[config.mk]
export PLATFORM = sky130hd
export DESIGN_NAME = stepdiv_unit
export DESIGN_NICKNAME = d
export VERILOG_FILES = /design/src/rtl/stepdiv_pkg.sv /design/src/rtl/stepdiv_decode.sv /design/src/rtl/stepdiv_alu.sv /design/src/rtl/stepdiv_state.sv /design/src/rtl/stepdiv_unit.sv
export SDC_FILE = /design/constraint.sdc
export NUM_CORES = 1
export LEC_CHECK = 0
export ABC_AREA = 1
export CAP_MARGIN = 0
export CORE_MARGIN = 3
export CORE_UTILIZATION = 54
export CTS_CLUSTER_SIZE = 14
export DETAILED_ROUTE_END_ITERATION = 10
export PLACE_DENSITY = 0.88
export SLEW_MARGIN = 20
export SYNTH_ARGS = -nofsm -noshare
export SYNTH_HDL_FRONTEND = slang
export SYNTH_SLANG_ARGS = --single-unit
[constraint.sdc]
create_clock -name clk -period 7.7 [get_ports clk]
set_input_delay 1.54 -clock clk [delete_from_list [all_inputs] [get_ports clk]]
set_output_delay 1.54 -clock clk [all_outputs]
set_load 0.02 [all_outputs]
[src/rtl/stepdiv_pkg.sv]
package stepdiv_pkg;

    localparam int OPC_W = 16;
    localparam int IDX_W = 4;

    // Fixed encodings of the three primitives
    localparam logic [OPC_W-1:0] CODE_SETUP_U = 16'h0019;
    localparam logic [3:0]       SETUP_S_HI   = 4'h2;
    localparam logic [3:0]       SETUP_S_LO   = 4'h7;
    localparam logic [3:0]       STEP_HI      = 4'h3;
    localparam logic [3:0]       STEP_LO      = 4'h4;

    typedef enum logic [1:0] {
        OPK_NONE    = 2'd0,
        OPK_SETUP_U = 2'd1,
        OPK_SETUP_S = 2'd2,
        OPK_STEP    = 2'd3
    } opk_e;

    typedef struct packed {
        logic m;
        logic q;
        logic t;
    } flags_t;

    typedef struct packed {
        opk_e             kind;
        logic [IDX_W-1:0] dst;
    } dec_t;

    function automatic dec_t classify(input logic [OPC_W-1:0] code);
        dec_t d;
        d.dst  = code[11:8];
        d.kind = OPK_NONE;
        if (code == CODE_SETUP_U)
            d.kind = OPK_SETUP_U;
        else if (code[15:12] == SETUP_S_HI && code[3:0] == SETUP_S_LO)
            d.kind = OPK_SETUP_S;
        else if (code[15:12] == STEP_HI && code[3:0] == STEP_LO)
            d.kind = OPK_STEP;
        return d;
    endfunction

    // A quotient bit is 1 when the remainder sign matches the divisor sign
    function automatic logic quot_bit(input logic q, input logic m);
        return q ~^ m;
    endfunction

endpackage

[src/rtl/stepdiv_decode.sv]
module stepdiv_decode
    import stepdiv_pkg::*;
(
    input  logic             op_valid,
    input  logic [OPC_W-1:0] op_code,
    output opk_e             kind,
    output logic [IDX_W-1:0] dst
);
    dec_t raw;

    always_comb begin
        raw  = classify(op_code);
        kind = op_valid ? raw.kind : OPK_NONE;
        dst  = raw.dst;
    end
endmodule

[src/rtl/stepdiv_alu.sv]
module stepdiv_alu
    import stepdiv_pkg::*;
#(
    parameter int DATA_W = 32
) (
    input  opk_e              kind,
    input  flags_t            cur,
    input  logic [DATA_W-1:0] rn_val,
    input  logic [DATA_W-1:0] rm_val,
    output flags_t            nxt,
    output logic [DATA_W-1:0] step_data
);
    localparam int MSB = DATA_W - 1;

    logic [DATA_W-1:0] shifted;
    logic              lost_msb;
    logic              do_sub;
    logic [DATA_W:0]   wide;
    logic              cout;
    logic              q_step;

    always_comb begin
        shifted  = {rn_val[MSB-1:0], cur.t};
        lost_msb = rn_val[MSB];
        do_sub   = (cur.q == cur.m);
        if (do_sub)
            wide = {1'b0, shifted} - {1'b0, rm_val};
        else
            wide = {1'b0, shifted} + {1'b0, rm_val};
        cout      = wide[DATA_W];
        step_data = wide[DATA_W-1:0];
        q_step    = lost_msb ^ cur.m ^ cout;

        nxt = cur;
        unique case (kind)
            OPK_SETUP_U: nxt = '{m: 1'b0, q: 1'b0, t: 1'b0};
            OPK_SETUP_S: begin
                nxt.q = rn_val[MSB];
                nxt.m = rm_val[MSB];
                nxt.t = rn_val[MSB] ^ rm_val[MSB];
            end
            OPK_STEP: begin
                nxt.q = q_step;
                nxt.t = quot_bit(q_step, cur.m);
            end
            default: nxt = cur;
        endcase
    end
endmodule

[src/rtl/stepdiv_state.sv]
module stepdiv_state
    import stepdiv_pkg::*;
#(
    parameter int DATA_W = 32
) (
    input  logic              clk,
    input  logic              rst,
    input  opk_e              kind,
    input  logic [IDX_W-1:0]  dst,
    input  flags_t            nxt,
    input  logic [DATA_W-1:0] step_data,
    output flags_t            cur,
    output logic              res_valid,
    output logic [IDX_W-1:0]  res_idx,
    output logic [DATA_W-1:0] res_data
);
    always_ff @(posedge clk) begin
        if (rst) begin
            cur       <= '0;
            res_valid <= 1'b0;
            res_idx   <= '0;
            res_data  <= '0;
        end else begin
            cur       <= nxt;
            res_valid <= (kind == OPK_STEP);
            if (kind == OPK_STEP) begin
                res_idx  <= dst;
                res_data <= step_data;
            end
        end
    end
endmodule

[src/rtl/stepdiv_unit.sv]
module stepdiv_unit
    import stepdiv_pkg::*;
#(
    parameter int DATA_W = 32
) (
    input  logic              clk,
    input  logic              rst,
    input  logic              op_valid,
    input  logic [15:0]       op_code,
    input  logic [DATA_W-1:0] rn_val,
    input  logic [DATA_W-1:0] rm_val,
    output logic              res_valid,
    output logic [3:0]        res_idx,
    output logic [DATA_W-1:0] res_data,
    output logic              m_flag,
    output logic              q_flag,
    output logic              t_flag
);
    opk_e              kind;
    logic [IDX_W-1:0]  dst;
    flags_t            cur;
    flags_t            nxt;
    logic [DATA_W-1:0] step_data;

    stepdiv_decode u_dec (
        .op_valid (op_valid),
        .op_code  (op_code),
        .kind     (kind),
        .dst      (dst)
    );

    stepdiv_alu #(.DATA_W(DATA_W)) u_alu (
        .kind      (kind),
        .cur       (cur),
        .rn_val    (rn_val),
        .rm_val    (rm_val),
        .nxt       (nxt),
        .step_data (step_data)
    );

    stepdiv_state #(.DATA_W(DATA_W)) u_st (
        .clk       (clk),
        .rst       (rst),
        .kind      (kind),
        .dst       (dst),
        .nxt       (nxt),
        .step_data (step_data),
        .cur       (cur),
        .res_valid (res_valid),
        .res_idx   (res_idx),
        .res_data  (res_data)
    );

    assign m_flag = cur.m;
    assign q_flag = cur.q;
    assign t_flag = cur.t;
endmodule

==> impl_metrics.yaml <==
power:
  p_seq_frac: 0.320
  p_switching_uw: 229.3
  clockPowerShare: 0.263
  p_int_uw: 416.0
  switching_share: 0.3553
  power_density_nw_per_um2: 106.3
  ir_worst_vdd_mv: 0.08129
  power_leakage_uw: 0.002992
  p_comb_frac: 0.417
cts:
  htreeDepth: 2
  cts_buffers: 5
  cts_hold_buf: 0
  ctsResizeCount: 0
  cts-root-buf: "clkbuf_8"
  tritoncts: "built"
  cts.clk_slew.worst_paths_ps: 80
  clk_path_buf_depth: 2
  cts.sinks: 40
  post_cts_buffers: 0
  clkLatencyLatePin_ps: 290
worst_setup_path:
  end_kind: "register"
  cp-startpoint: "rm_val[0]"
  timing.rr.start: "u_st.cur[2]$_SDFFE_PP0P_"
  r2r_setup_slack_ps: 4070
  crit_end: "u_st.cur[1]$_SDFFE_PP0P_"
  critPathKind: "input port to register"
  worstRegToRegCells: 17
  r2r-end: "u_st.cur[1]$_SDFFE_PP0P_"
  crit_required_ps: 7920
  crit_fanout: 6
  startpoint_type: "input port"
  crit_arrival_ps: 4960
route:
  wirelength_mm: 13.91
  num_vias: 5234
  dr.first_iter.drc_count: 256
  drt.antenna.violating_nets: 0
  vias_per_cell: 5.276
  routedWlPerCell_um: 14.03
  drc: 0
  drt-pass1-iter-count: 5
cells_and_area:
  nNetsFinal: 1006
  final_common_cell: "nand2_1"
  fin_cells: 992
  syn_to_final_growth_pct: 30.42
  mostFrequentLayoutCells: "nand2_1 (143), nor2_1 (129), inv_1 (124)"
  diodes: 0
  fillerInstances: 715
  drive_above_1_share: 0.07328
grt:
  grt_pass1_wl_mm: 22.58
  antenna_found_initial: 0
  grt_pass1_vias: 4884
  grt-ovfl-total: 0
  track_usage: 0.2783
  grt_start_max_net_pins: 52
sta:
  skew_ps: 4.916
  fmaxAchievable_ghz: 0.2109
  fin_crit_ps: 4741
  slew_headroom: 0.4140
  worst_pin_slew_ps: 876.2
  setup-violations-final: 0
  grt_setup_unrepaired: "false"
  tns_ps: 0
  slew_violations: 0
  period_share: 0.6157
  hold_viol: 0
logic_synthesis:
  yosysWarningCount: 0
  seq_area_frac_synth: 0.1720
  syn_area_um2: 4656
  synth_nets: 889
  synthArstFlopShare: 0
  syn_area_per_cell_um2: 6.054
  syn_inst: 769
  synth-main-ff-cell: "dfxtp_1"
  synth-edff-count: 0
  synth_cell_types: 43
  synth-seq-cells: 40
placement:
  finalWeightedCongestion: 0.9184
  placed_cells: 984
  io_buffers: 122
  hpwl_mm: 11.66
floorplanning:
  start_util: 0.5610
  dieArea_um2: 9772
  io_pins: 123
  core-area_um2: 8299
  fp.dieW_um: 98.86
  die_y_um: 98.86
  rows: 33
hold_path:
  whs_path_depth: 2
  hold_class: "register to register"
flow_run:
  drv_cap: 0
status:
  status: "completed"
per-layer routing:
| metal | track usage | up-vias | part of all wire | wire length [um] |
|---|---|---|---|---|
| li1 | - | 2684 | - | - |
| met1 | 0.3858 | 2329 | 0.46 | 6417 |
| met4 | 0.08718 | 0 | 0.024 | 340 |
| met5 | 0 | - | 0 | 0 |
| met2 | 0.4607 | 199 | 0.45 | 6294 |
| met3 | 0.01911 | 22 | 0.062 | 861 |
power by group through the flow:
stage                     Sequential (uW)  Combinational (uW)  Clock, uW
after floorplan                       212                 168          0
after global placement                212                 259          0
final                                 207                 269        170
after global routing                  207                 299        181
after CTS                             207                 266        172
after detailed placement              212                 264          0
sequential cells by signal (all words and copies together), names as in the netlist:
register and count:
u_st.cur 3, u_st.res_data 32, u_st.res_idx 4, u_st.res_valid 1
cells in the mapped netlist, types with 3 or more instances:
master,number,area share
a21boi_0,4,0.0065
a21o_1,9,0.015
a21oi_1,34,0.037
a21oi_2,11,0.021
a31oi_1,5,0.0067
clkbuf_1,10,0.0081
dfxtp_1,40,0.17
ha_1,36,0.097
inv_1,124,0.10
inv_2,7,0.0056
nand2_1,143,0.12
nand2_2,13,0.017
nand3_1,54,0.058
nand4_1,7,0.0094
nor2_1,129,0.10
nor3_1,6,0.0065
nor4_1,4,0.0054
o21ai_0,36,0.039
o21ai_1,6,0.0065
o21ai_2,5,0.0094
o21bai_1,7,0.011
or2_1,3,0.0040
or2_2,3,0.0040
xnor2_1,12,0.023
xor2_1,35,0.066
stage by stage:
step	power (uW)	utilization	hold WS (ps)	area, um^2	setup WS (ps)
floorplan	379.8	-	564.5	4656	3817
global placement	470.8	0.7182	476.5	5961	2915
detailed placement	475.2	0.7182	486.9	5961	2760
CTS	644.0	0.7316	506.2	6072	3053
global route	686.5	0.7316	540.7	6072	2639
finish	645.2	0.7316	504.1	6072	2959
worst max-delay path, cell delays in order:
cell and delay [ps]:
clkdlybuf4s50_1 480, inv_2 100, nand3_2 110, nor3_4 200, nand4_2 160, o21ai_2 190
nand2_1 150, a21oi_2 140, xor2_1 240, ha_1 350, a21oi_1 220, nand2_1 100
nand2_1 60, nand2_1 40, a21oi_1 320, nand3_1 190, nand3_1 130, nand3_1 90
a21oi_2 140
cell type report:
type,instances,area [um^2],share of cell area
multi-input combinational,585,3308,0.5448
timing repair buffer,123,1229,0.2023
sequential,40,800.8,0.1319
inverter,131,491.7,0.08098
tap,105,131.4,0.02164
clock buffer,5,68.82,0.01133
clock inverter,3,42.54,0.007006
logic make-up (layout without fill, tap and decap cells):
kind of cell,after synthesis,after routing,synth area share
compound gates,121,121,0.1591
xor+xnor,47,47,0.08842
fa+ha+maj,37,37,0.1010
simple gates,380,380,0.3620
buf+inv,144,262,0.1174
flops,40,40,0.1720
worst min-delay path by stage:
stage | slack (ps) | start | to
2_1_floorplan | 560 | u_st.res_data[8]$_SDFFE_PP0P_ | u_st.res_data[8]$_SDFFE_PP0P_
3_3_place_gp | 480 | u_st.res_data[7]$_SDFFE_PP0P_ | u_st.res_data[7]$_SDFFE_PP0P_
3_5_place_dp | 490 | u_st.res_idx[2]$_SDFFE_PP0P_ | u_st.res_idx[2]$_SDFFE_PP0P_
4_1_cts | 510 | u_st.res_idx[2]$_SDFFE_PP0P_ | u_st.res_idx[2]$_SDFFE_PP0P_
5_1_grt | 540 | u_st.res_idx[2]$_SDFFE_PP0P_ | u_st.res_idx[2]$_SDFFE_PP0P_
6_report | 500 | u_st.res_idx[2]$_SDFFE_PP0P_ | u_st.res_idx[2]$_SDFFE_PP0P_
No activity file was read; power rests on OpenSTA's default activity.
